===== src/rtl/sdram_audit_pkg.sv =====
package sdram_audit_pkg;
  typedef enum logic [3:0] {
    CMD_DESEL, CMD_NOP, CMD_MRS, CMD_ACT, CMD_RD,
    CMD_WR, CMD_PRE, CMD_REF, CMD_OTHER
  } cmd_e;

  localparam int NRULE = 8;
  localparam int V_RCD = 0;
  localparam int V_RAS = 1;
  localparam int V_RP  = 2;
  localparam int V_RC  = 3;
  localparam int V_MRD = 4;
  localparam int V_REF = 5;
  localparam int V_ST  = 6;
  localparam int V_RIV = 7;
endpackage


===== src/rtl/sdram_cmd_decode.sv =====
module sdram_cmd_decode
  import sdram_audit_pkg::*;
(
  input  logic cs_n,
  input  logic ras_n,
  input  logic cas_n,
  input  logic we_n,
  output cmd_e cmd
);
  always_comb begin
    if (cs_n) begin
      cmd = CMD_DESEL;
    end else begin
      unique case ({ras_n, cas_n, we_n})
        3'b000:  cmd = CMD_MRS;
        3'b011:  cmd = CMD_ACT;
        3'b101:  cmd = CMD_RD;
        3'b100:  cmd = CMD_WR;
        3'b010:  cmd = CMD_PRE;
        3'b001:  cmd = CMD_REF;
        3'b111:  cmd = CMD_NOP;
        default: cmd = CMD_OTHER;
      endcase
    end
  end
endmodule


===== src/rtl/sdram_bank_track.sv =====
module sdram_bank_track
  import sdram_audit_pkg::*;
#(
  parameter int CW    = 3,
  parameter int T_RCD = 2,
  parameter int T_RAS = 5,
  parameter int T_RP  = 2,
  parameter int T_RC  = 7
) (
  input  logic clk,
  input  logic rst_n,
  input  cmd_e cmd,
  input  logic sel,
  input  logic a10,
  output logic active,
  output logic st_err,
  output logic rcd_err,
  output logic ras_err,
  output logic rp_err,
  output logic rc_err
);
  localparam logic [CW-1:0] L_RCD = CW'(T_RCD);
  localparam logic [CW-1:0] L_RAS = CW'(T_RAS);
  localparam logic [CW-1:0] L_RP  = CW'(T_RP);
  localparam logic [CW-1:0] L_RC  = CW'(T_RC);
  localparam logic [CW-1:0] SAT   = '1;

  logic [CW-1:0] since_act, since_pre;
  logic is_act, is_rw, is_pre;

  assign is_act = (cmd == CMD_ACT) && sel;
  assign is_rw  = ((cmd == CMD_RD) || (cmd == CMD_WR)) && sel;
  assign is_pre = (cmd == CMD_PRE) && (a10 || sel);

  assign st_err  = (is_rw && !active) || (is_act && active);
  assign rcd_err = is_rw && active && (since_act < L_RCD);
  assign ras_err = is_pre && active && (since_act < L_RAS);
  assign rp_err  = is_act && (since_pre < L_RP);
  assign rc_err  = is_act && (since_act < L_RC);

  always_ff @(posedge clk) begin
    if (!rst_n) begin
      active    <= 1'b0;
      since_act <= SAT;
      since_pre <= SAT;
    end else begin
      if (is_act) begin
        active    <= 1'b1;
        since_act <= CW'(1);
      end else if (since_act != SAT) begin
        since_act <= since_act + CW'(1);
      end
      if (is_pre) begin
        active    <= 1'b0;
        since_pre <= CW'(1);
      end else if (since_pre != SAT) begin
        since_pre <= since_pre + CW'(1);
      end
    end
  end
endmodule


===== src/rtl/sdram_refresh_watch.sv =====
module sdram_refresh_watch #(
  parameter int REF_INTERVAL = 1562
) (
  input  logic clk,
  input  logic rst_n,
  input  logic is_ref,
  output logic overdue
);
  localparam int RW = $clog2(REF_INTERVAL + 1);
  localparam logic [RW-1:0] LAST = RW'(REF_INTERVAL - 1);

  logic [RW-1:0] gap;

  assign overdue = !is_ref && (gap == LAST);

  always_ff @(posedge clk) begin
    if (!rst_n)        gap <= '0;
    else if (is_ref)   gap <= '0;
    else if (gap != LAST) gap <= gap + RW'(1);
  end
endmodule


===== src/rtl/sdram_cmd_auditor.sv =====
module sdram_cmd_auditor
  import sdram_audit_pkg::*;
#(
  parameter int BANKS        = 4,
  parameter int T_RCD        = 2,
  parameter int T_RAS        = 5,
  parameter int T_RP         = 2,
  parameter int T_RC         = 7,
  parameter int T_MRD        = 2,
  parameter int REF_INTERVAL = 1562,
  parameter int CYC_W        = 32,
  localparam int BA_W        = $clog2(BANKS)
) (
  input  logic             clk,
  input  logic             rst_n,
  input  logic             cke,
  input  logic             cs_n,
  input  logic             ras_n,
  input  logic             cas_n,
  input  logic             we_n,
  input  logic [BA_W-1:0]  ba,
  input  logic             a10,
  output logic [NRULE-1:0] viol,
  output logic             first_valid,
  output logic [CYC_W-1:0] first_cycle
);
  localparam int LIM_A = (T_RC > T_RAS) ? T_RC : T_RAS;
  localparam int LIM_B = (T_RCD > T_RP) ? T_RCD : T_RP;
  localparam int LIM_C = (LIM_A > LIM_B) ? LIM_A : LIM_B;
  localparam int LIM   = (LIM_C > T_MRD) ? LIM_C : T_MRD;
  localparam int CW    = $clog2(LIM + 1);
  localparam logic [CW-1:0] SAT   = '1;
  localparam logic [CW-1:0] L_MRD = CW'(T_MRD);

  cmd_e cmd;
  logic [BANKS-1:0] b_act, b_st, b_rcd, b_ras, b_rp, b_rc;
  logic [CW-1:0]    since_mrs;
  logic             cke_q, ref_late;
  logic [CYC_W-1:0] cyc;
  logic [NRULE-1:0] hits;

  sdram_cmd_decode u_dec (
    .cs_n(cs_n), .ras_n(ras_n), .cas_n(cas_n), .we_n(we_n), .cmd(cmd)
  );

  for (genvar i = 0; i < BANKS; i++) begin : g_bank
    sdram_bank_track #(
      .CW(CW), .T_RCD(T_RCD), .T_RAS(T_RAS), .T_RP(T_RP), .T_RC(T_RC)
    ) u_bank (
      .clk(clk), .rst_n(rst_n), .cmd(cmd),
      .sel(ba == BA_W'(i)), .a10(a10),
      .active(b_act[i]), .st_err(b_st[i]), .rcd_err(b_rcd[i]),
      .ras_err(b_ras[i]), .rp_err(b_rp[i]), .rc_err(b_rc[i])
    );
  end

  sdram_refresh_watch #(.REF_INTERVAL(REF_INTERVAL)) u_refw (
    .clk(clk), .rst_n(rst_n), .is_ref(cmd == CMD_REF), .overdue(ref_late)
  );

  always_comb begin
    hits        = '0;
    hits[V_RCD] = |b_rcd;
    hits[V_RAS] = |b_ras;
    hits[V_RP]  = |b_rp;
    hits[V_RC]  = |b_rc;
    hits[V_ST]  = |b_st;
    hits[V_MRD] = (cmd != CMD_NOP) && (cmd != CMD_DESEL) && (since_mrs < L_MRD);
    hits[V_REF] = (cmd == CMD_REF) && ((|b_act) || !(cke_q && cke));
    hits[V_RIV] = ref_late;
  end

  always_ff @(posedge clk) begin
    if (!rst_n) begin
      since_mrs   <= SAT;
      cke_q       <= 1'b0;
      cyc         <= '0;
      viol        <= '0;
      first_valid <= 1'b0;
      first_cycle <= '0;
    end else begin
      cke_q <= cke;
      cyc   <= cyc + CYC_W'(1);
      if (cmd == CMD_MRS)     since_mrs <= CW'(1);
      else if (since_mrs != SAT) since_mrs <= since_mrs + CW'(1);
      viol <= viol | hits;
      if (!first_valid && (hits != '0)) begin
        first_valid <= 1'b1;
        first_cycle <= cyc;
      end
    end
  end
endmodule


===== config.mk =====
export PLATFORM = sky130hd
export DESIGN_NAME = sdram_cmd_auditor
export DESIGN_NICKNAME = d
export VERILOG_FILES = /design/src/rtl/sdram_audit_pkg.sv /design/src/rtl/sdram_cmd_decode.sv /design/src/rtl/sdram_bank_track.sv /design/src/rtl/sdram_refresh_watch.sv /design/src/rtl/sdram_cmd_auditor.sv
export SDC_FILE = /design/constraint.sdc
export NUM_CORES = 1
export LEC_CHECK = 0
export BUFFER_PORTS_ARGS = -buffer_cell sky130_fd_sc_hd__buf_2
export CAP_MARGIN = 20
export CORE_AREA = 4 4 87 130
export DETAILED_ROUTE_END_ITERATION = 12
export DIE_AREA = 0 0 91 134
export PLACE_DENSITY = 0.79
export RECOVER_POWER = 50
export SETUP_SLACK_MARGIN = 0.4
export SYNTH_ARGS = -nofsm -noshare
export SYNTH_HDL_FRONTEND = slang
export SYNTH_SLANG_ARGS = --single-unit

===== constraint.sdc =====
create_clock -name clk -period 3.5 [get_ports clk]
set_input_delay 0.175 -clock clk [delete_from_list [all_inputs] [get_ports clk]]
set_output_delay 0.175 -clock clk [all_outputs]
set_load 0.03 [all_outputs]

## After elaboration in Yosys (flattened, before gate mapping)

Cells that the tools add are included.
Widths: inputs -> output; s select.

| word-level totals | value |
|---|---|
| bits of input ports | 10 |
| output and inout port bits | 41 |
| word-level logic and storage cells | 201 |
| flip-flop bits (word level) | 116 |

| operators by class | value |
|---|---|
| equal/unequal tests | 27 |
| order comparisons | 17 |
| reduce and logical (&&, ||, !) cells | 96 |
| multiplexer cells | 20 |
| bitwise gates (word level) | 2 |
| add/subtract/negate cells | 11 |

Operators with widths:

| kind | number |
|---|---|
| $mux 3 | 18 |
| $logic_and 1x1->1 | 50 |
| $add 32x1->32 const B | 1 |
| $pmux 4 s7 | 1 |
| $add 3x1->3 const B | 9 |
| $lt 3x2->1 const B | 9 |
| $ne 3x3->1 const B | 9 |
| $lt 3x3->1 const B | 8 |
| $reduce_or 4->1 | 6 |
| $reduce_or 2->1 | 10 |
| $reduce_bool 2->1 | 9 |
| $eq 4x3->1 const B | 4 |
| $add 11x1->11 const B | 1 |
| $eq 11x11->1 const B | 1 |
| $ne 11x11->1 const B | 1 |
| $logic_or 1x1->1 | 10 |
| $eq 3x3->1 const B | 3 |
| $eq 4x2->1 const B | 2 |
| $or 8x8->8 | 1 |
| $reduce_bool 8->1 | 1 |
| $logic_not 1->1 | 7 |
| $eq 3x2->1 const B | 2 |
| $eq 2x2->1 const B | 2 |
| $mux 4 | 1 |
| other kinds (7) | 7 |

## Longest topological paths before layout

Gate-level depths: netlist (run 1).

| logic depth | value |
|---|---|
| depth after elaboration | 11 |
| gate-level depth with buffers | 9 |

## By module

From an unflattened synthesis (run 1), not the netlist that was laid out.

| second synthesis, totals | value |
|---|---|
| cells, all modules | 716 |
| area total of the unflattened synthesis | 6,231.0 sq um |

By module, submodules not included:

| module | area each (sq um) | times used | cells an instance |
|---|---|---|---|
| sdram_cmd_auditor | 4,000.1 | 1 | 494 |
| sdram_bank_track | 399.1 | 4 | 37 |
| sdram_refresh_watch | 569.3 | 1 | 65 |
| sdram_cmd_decode | 65.1 | 1 | 9 |

## Worst setup path after synthesis (run 1)

No wires, ideal clock.

| path | value |
|---|---|
| path type | register to register |
| from | register u_refw.gap[1] |
| to | register first_valid |
| data arrival time | 1.879 ns |
| cell stages (with the launch flop) | 10 |
| clock period less this slack | 1.998 ns |
| setup slack | 1.502 ns |
| data required time | 3.380 ns |
| library setup time | 0.120 ns |
| buffers on the path | 1 |
| path through | dfxtp_1 -> inv_1 -> ha_1 -> and4b_1 -> and3_1 -> o22a_1 -> nor4_4 -> inv_2 -> buf_6 -> o31a_1 |

| on the way | value |
|---|---|
| longest elaborated chain between the ends | 4 |

RTL lines:

| item | line | text |
|---|---|---|
| start, declared | sdram_refresh_watch.sv:12 | `logic [RW-1:0] gap;` |
| start signal, assigned | sdram_refresh_watch.sv:19 | `else if (gap != LAST) gap <= gap + RW'(1);` |
| $eq 11x11->1 | sdram_refresh_watch.sv:14 | `assign overdue = !is_ref && (gap == LAST);` |
| $logic_and 1x1->1 | sdram_refresh_watch.sv:14 |  |
| $reduce_bool 8->1 | sdram_cmd_auditor.sv:87 | `if (!first_valid && (hits != '0)) begin` |
| $logic_and 1x1->1 | sdram_cmd_auditor.sv:87 |  |
| end signal, assigned | sdram_cmd_auditor.sv:79 | `first_valid <= 1'b0;` |
| end signal, assigned | sdram_cmd_auditor.sv:88 | `first_valid <= 1'b1;` |
| end, declared | sdram_cmd_auditor.sv:24 | `output logic first_valid,` |

Every way passes these cells.
A chain may end at the register's enable or synchronous reset.

==> results by group, run 1 <==
Status
  – Status: finished with violations
  – Failing checks: capacitance limit, slew limit

Global routing
  – Vias in the first global route: 4812
  – Antenna violations before repair: 0
  – GRT Total Usage: 0.213
  – First-pass GRT wire length: 21.6 mm
  – Largest net degree at the start of global routing: 104
  – Grt ovf: 0

Synth
  – Synth cell count leaders: dfxtp_1 (116), nand2_1 (50), a32oi_1 (34), clkbuf_1 (34)
  – Synth top area cells: dfxtp_1 (39%), a32oi_1 (4.9%), and3b_1 (4.5%)
  – Post-synthesis sequential area ratio: 0.386
  – Count of cell types in the netlist: 52
  – Asr flop ratio synth: 0
  – Count leader, synth: dfxtp_1
  – Syn Area/Cell: 9.45 um^2
  – Post-synth top area share: 0.386
  – #FFs+latches synth: about 120
  – Synth warn: 0
  – Synth Instances: between 600 and 700
  – Cell Area, Synth: roughly 0.006 mm^2
  – Synth Flop Type: dfxtp_1
  – Post-synth net total: 668
  – EDFF count, synth: 0
  – Cell accounting for the most synthesized area: dfxtp_1

Power
  – Worst vdd ir: roughly 0.44 mV
  – Pwr Density: 619 mW/mm^2
  – Leakage: 0.00258 uW
  – Final Power: 4200 uW

STA
  – RSZ-0062 raised after global routing: false
  – Worst hold slack: between 20 and 25 ps
  – # setup viols final: 0
  – Setup TNS: 0 ps
  – F_max: 0.403 GHz
  – Final period util: 0.710
  – Final worst slack: 1020 ps
  – Slew margin rel.: -0.108
  – Least-Margin Pin Slew: ~1700 ps
  – Slew Limit Fails: approximately 100
  – Post-layout minimum cycle time: 2480 ps
  – Fin. Hold Viols: 0
  – Clock Skew: 6.47 ps

Die
  – Die Y-Extent: 134 um
  – Placeable Area: approximately 0.010 mm^2
  – Site Rows: 45
  – Initial Utilization: 0.594
  – Top Ports: 51
  – Die W: between 90 and 100 um
  – Die Area: around 0.012 mm^2

Clock network
  – CTS buffer count: 17
  – PostCTS Resize Cnt: 0
  – Reg clk slew, reported paths: 50 ps
  – Buffer depth of the longest clock path: 2
  – Postcts setup bufs: 0
  – Worst skew pair latency: 410 ps
  – H-tree lvl count: 4
  – # hold bufs at CTS: 0
  – CTS tree: yes
  – CTS root buffer: clkbuf_16
  – # clock sinks: 116

Route
  – Drt pass-1 iters: 4
  – Wirelength per Cell: between 15 and 20 um
  – Routed wire length: between 10 and 15 mm
  – Via density: just over 6
  – Initial DRC count: 228
  – Final ANT Viol Nets: 0
  – # DRC: 0
  – Vias post-DR: 4943

Place
  – GPL Wtd Cong: between 0.8 and 0.9
  – Cells after DPL: 766
  – DPL Wire Length: 8.50 mm
  – Place WS: 1020 ps
  – I/O Buffers: 50

Min path
  – Hold Path Class: in -> reg

Critical path
  – Worst Path Required: ~3800 ps
  – WP data arrival: about 2800 ps
  – CP Max Fanout: 103
  – Crit path kind: in -> reg
  – Startpoint Class: input port
  – Slowest CP cell: clkbuf_2
  – Top Family by Delay on Critical Path: buffers and inverters
  – Worst setup EP type: flip-flop
  – CP bufs+invs: 2
  – Crit-path cells: clkbuf_2 -> clkbuf_1 -> and3b_1 -> a32oi_1 -> o311ai_0
  – Max incr delay on CP: 1160 ps

Finish
  – Share of layout cells above drive strength 1: 0.0869
  – Fill count: 842
  – FF/Latch Area: 0.00232 mm^2
  – Ant. Diodes: 0
  – Area grow syn2layout: 12.8%
  – Area taken by multi-input logic gates: around 0.0035 mm^2
  – Post-Layout Cell Count: 796
  – # nets final: approximately 700

Run
  – Max-cap viol count: 1
-- registers in the layout (all words and copies together), names as in the netlist --
| signal | cells |
|---|---|
| since_mrs | 3 |
| first_cycle | 32 |
| g_bank.u_bank.since_act | 12 |
| u_refw.gap | 11 |
| g_bank.u_bank.active | 4 |
| cke_q | 1 |
| g_bank.u_bank.since_pre | 12 |
| cyc | 32 |
| viol | 8 |
| first_valid | 1 |
-- layout by cell type (no fill, tap or decap), types with 21 or more instances in the layout --
cell type and count:
a32oi_1 34, and2_1 31, and3b_1 31, clkbuf_1 47, dfxtp_1 115, ha_1 21, nand2_1 50, nand2b_1 33
nand3_1 24, o21ai_0 31, xnor2_1 26
-- worst reg2reg max path: stages, from the launching register on --
cell	delay, ps
dfxtp_1	430
nor4b_1	340
nor3b_1	100
nor3b_1	440
nor4_4	100
inv_2	570
o311ai_0	240
-- metal layers --
metal  track usage  wire length [um]  vias up
li1              -                 -     2422
met1         0.236              5350     2390
met2         0.389              6720      113
met3        0.0567               551       18
met4        0.0772               191        0
met5             0                 0        -
-- through the flow --
stage,cell area [um^2],utilization
floorplan,6020,-
global placement,6270,0.619
detailed placement,6270,0.619
CTS,6850,0.676
global route,6790,0.670
finish,6790,0.670
-- final cells by class --
cell class	instances	share of cell area
Clock buffer	26	0.0750
Clock inverter	4	0.0103
Inverter	6	0.00332
Multi-Input combinational cell	471	0.513
Sequential cell	116	0.342
Tap cell	117	0.0216
Timing Repair Buffer	56	0.0345
-- final timing paths --
check,startpoint,to,slack [ps],cells past startpoint
worst max-delay path,rst_n,first_cycle[0]$_SDFFE_PN0P_,1020,5
worst min-delay path,cke,cke_q$_SDFF_PN0_,20,2
worst max register to register,g_bank[1].u_bank.active$_SDFFE_PP0P_,first_cycle[31]$_SDFFE_PN0P_,1120,6
worst min register to register,viol[3]$_SDFF_PN0_,viol[3]$_SDFF_PN0_,470,1
-- cells by family after synthesis --
| kind of cell | synth area share |
|---|---|
| multiplexers | 0.0370 |
| buffers and inverters | 0.0357 |
| flip-flops | 0.386 |
| AO/OA/AOI/OAI | 0.180 |
| XOR/XNOR | 0.0655 |
| AND/OR/NAND/NOR | 0.253 |
| adder cells (fa/ha/maj) | 0.0436 |
-- report_power, final --
group / switching [uW] / total, uW / internal, uW
sequential: 181 / 1660 / 1480
combinational: 439 / 860 / 421
clock: 552 / 1680 / 1130
Note: power is estimated with default switching activity, not from simulation.
==> run 2, diff against run 1 <==
clock period = 2.33 ns   (was 3.5 ns; I/O delays follow)
==> run 2 against run 1 <==
Compared with the run above:
- the flow still finishes with violations (capacitance limit, slew limit)
- sequential cell count unchanged
- non-clock buffer count increased by 19
- utilization rose by 5.0 points
- first-iteration DRC count increased by 17%
- wire length is 23% higher
- largest cell class unchanged
==> results by group, run 2 (synthesis gave the netlist of run 1 again) <==
STA
  – Slew margin rel.: -0.189
  – Slew Limit Fails: 47
  – Final period util: 0.944
  – Least-Margin Pin Slew: 1780 ps
  – Final worst slack: ~130 ps
  – Post-layout minimum cycle time: between 2000 and 2500 ps
  – RSZ-0062 raised after global routing: true
  – Fin. Hold Viols: 0
  – Clock Skew: approximately 9.3 ps
  – F_max: 0.454 GHz
  – Setup TNS: 0 ps
  – # setup viols final: 0

Route
  – # DRC: 0
  – Via density: between 6 and 7
  – Vias post-DR: between 5000 and 6000
  – Initial DRC count: ~270
  – Routed wire length: 15.8 mm
  – Drt pass-1 iters: 5
  – Final ANT Viol Nets: 0
  – Wirelength per Cell: 19.3 um

Die
  – Placeable Area: between 0.01 and 0.015 mm^2
  – Die Area: 0.0122 mm^2
  – Site Rows: 45
  – Top Ports: 51
  – Die W: between 90 and 100 um
  – Die Y-Extent: 134 um
  – Initial Utilization: 0.594

Min path
  – Hold Crit Start: ba[1]
  – Hold Path Sink: g_bank[1].u_bank.since_act[0]$_SDFFE_PP1N_
  – Hold Path Class: in -> reg
  – Worst Hold Depth: 2

Power
  – Clock share of power: 0.370
  – Comb pwr share: 0.243
  – Net Sw Frac: 0.301
  – Internal Pwr Total: 4460 uW
  – Leakage: 0.00283 uW
  – Pwr Density: 874 mW/mm^2
  – Switching Power: 1920 uW
  – Worst vdd ir: 0.647 mV
  – Reg power frac: 0.387

Finish
  – Commonest non-fill, non-tap cell in the layout: dfxtp_1
  – # nets final: ~720
  – Largest regs: cyc x32, first_cycle x32
  – Ant. Diodes: 0
  – Share of layout cells above drive strength 1: 0.169
  – Most frequent cells in the layout: dfxtp_1 (104), nand2_1 (50), clkbuf_1 (47)
  – Area grow syn2layout: 21.2%

Critical path
  – FF-to-FF setup slack: 130 ps
  – Worst flop-to-flop path startpoint: g_bank[3].u_bank.active$_SDFFE_PP0P_
  – Crit path kind: reg -> reg
  – FF-to-FF path depth: 8
  – Worst Path Required: 2610 ps
  – WP data arrival: 2480 ps
  – Worst r2r dst: first_cycle[14]$_SDFFE_PN0P_
  – CP Max Fanout: 16
  – Worst setup EP type: flip-flop
  – Startpoint Class: flip-flop

Clock network
  – # clock sinks: 116
  – H-tree lvl count: 4
  – CTS tree: yes
  – CTS buffer count: 17
  – Buffer depth of the longest clock path: 2
  – Reg clk slew, reported paths: 50 ps
  – CTS root buffer: clkbuf_16
  – Worst skew pair latency: ~400 ps

Global routing
  – Met3 Use GR: 0.0533
  – Gr busiest metal: met2
  – Largest net degree at the start of global routing: 74
  – Met2 Usage GRT: 0.400
  – Antenna violations before repair: 0
  – GR Layer Usage met1: 0.257
  – First-pass GRT wire length: 23.0 mm
  – Grt ovf: 0
  – GRT Total Usage: 0.227
  – Vias in the first global route: 5048

Place
  – DPL Wire Length: 8.70 mm
  – Place WS: ~140 ps
  – I/O Buffers: 50
  – GPL Wtd Cong: roughly 0.85

Status
  – Status: finished with violations
  – Failing checks: capacitance limit, slew limit

Run
  – Max-cap viol count: 1
==> run 2: per-layer routing <==
layer	wire length, um	part of all wire
met3	692	0.044
met5	0	0
met1	6110	0.39
met2	8450	0.54
met4	516	0.033
==> run 2: worst max-delay path by stage <==
stage / cells after the start / startpoint / slack, ps / end
detailed placement: 7 / g_bank[0].u_bank.active$_SDFFE_PP0P_ / 140 / first_cycle[31]$_SDFFE_PN0P_
global placement: 7 / g_bank[0].u_bank.active$_SDFFE_PP0P_ / 190 / first_cycle[1]$_SDFFE_PN0P_
finish: 8 / g_bank[3].u_bank.active$_SDFFE_PP0P_ / 130 / first_cycle[14]$_SDFFE_PN0P_
global route: 3 / rst_n / 30 / u_refw.gap[1]$_SDFFE_PP0P_
floorplan: 9 / u_refw.gap[1]$_SDFFE_PP0P_ / 350 / first_valid$_SDFFE_PN0P_
CTS: 9 / u_refw.gap[1]$_SDFFE_PP0P_ / 190 / first_cycle[2]$_SDFFE_PN0P_
==> run 2: power by group through the flow <==
stage	clock, uW	sequential, uW	combinational, uW
floorplan	0	2450	1090
global placement	0	2470	1240
detailed placement	0	2500	1390
CTS	2360	2460	1400
global route	2480	2500	1730
finish	2360	2470	1550
==> run 2: area by class of cell <==
| cell class | count | area [um^2] |
|---|---|---|
| Timing Repair Buffer | 75 | 512 |
| Clock buffer | 28 | 517 |
| Clock inverter | 4 | 20.0 |
| Fill cell | 724 | 2840 |
| Tap cell | 117 | 146 |
| Sequential cell | 116 | 2340 |
| Multi-Input combinational cell | 471 | 3730 |
| Inverter | 6 | 27.5 |
==> run 2: metrics by stage <==
stage	util	instances	hold WS [ps]	cell area (um^2)	power, uW
2_1_floorplan	-	637	238	6030	3540
3_3_place_gp	0.629	774	363	6380	3710
3_5_place_dp	0.629	774	374	6380	3880
4_1_cts	0.685	807	107	6950	6230
5_1_grt	0.720	817	123	7300	6700
6_report	0.720	817	127	7300	6380
==> run 2: critical path: stages (launching register included) <==
cell and delay [ps]:
dfxtp_2 350, mux4_2 500, mux2i_2 220, o211ai_1 190, nor4_4 180, buf_6 180
buf_6 180, nand2b_1 170, o311ai_4 90
==> run 2: what timing repair did <==
| action | CTS | global route |
|---|---|---|
| cloned | 0 | 6 |
| setup endpoints to repair | 43 | 46 |
| endpoints found under the hold margin | 1 | 0 |
| pin swaps | 0 | 9 |
| hold buffers | 1 | 0 |
| buffers inserted | 0 | 4 |
| resized for setup | 11 | 54 |
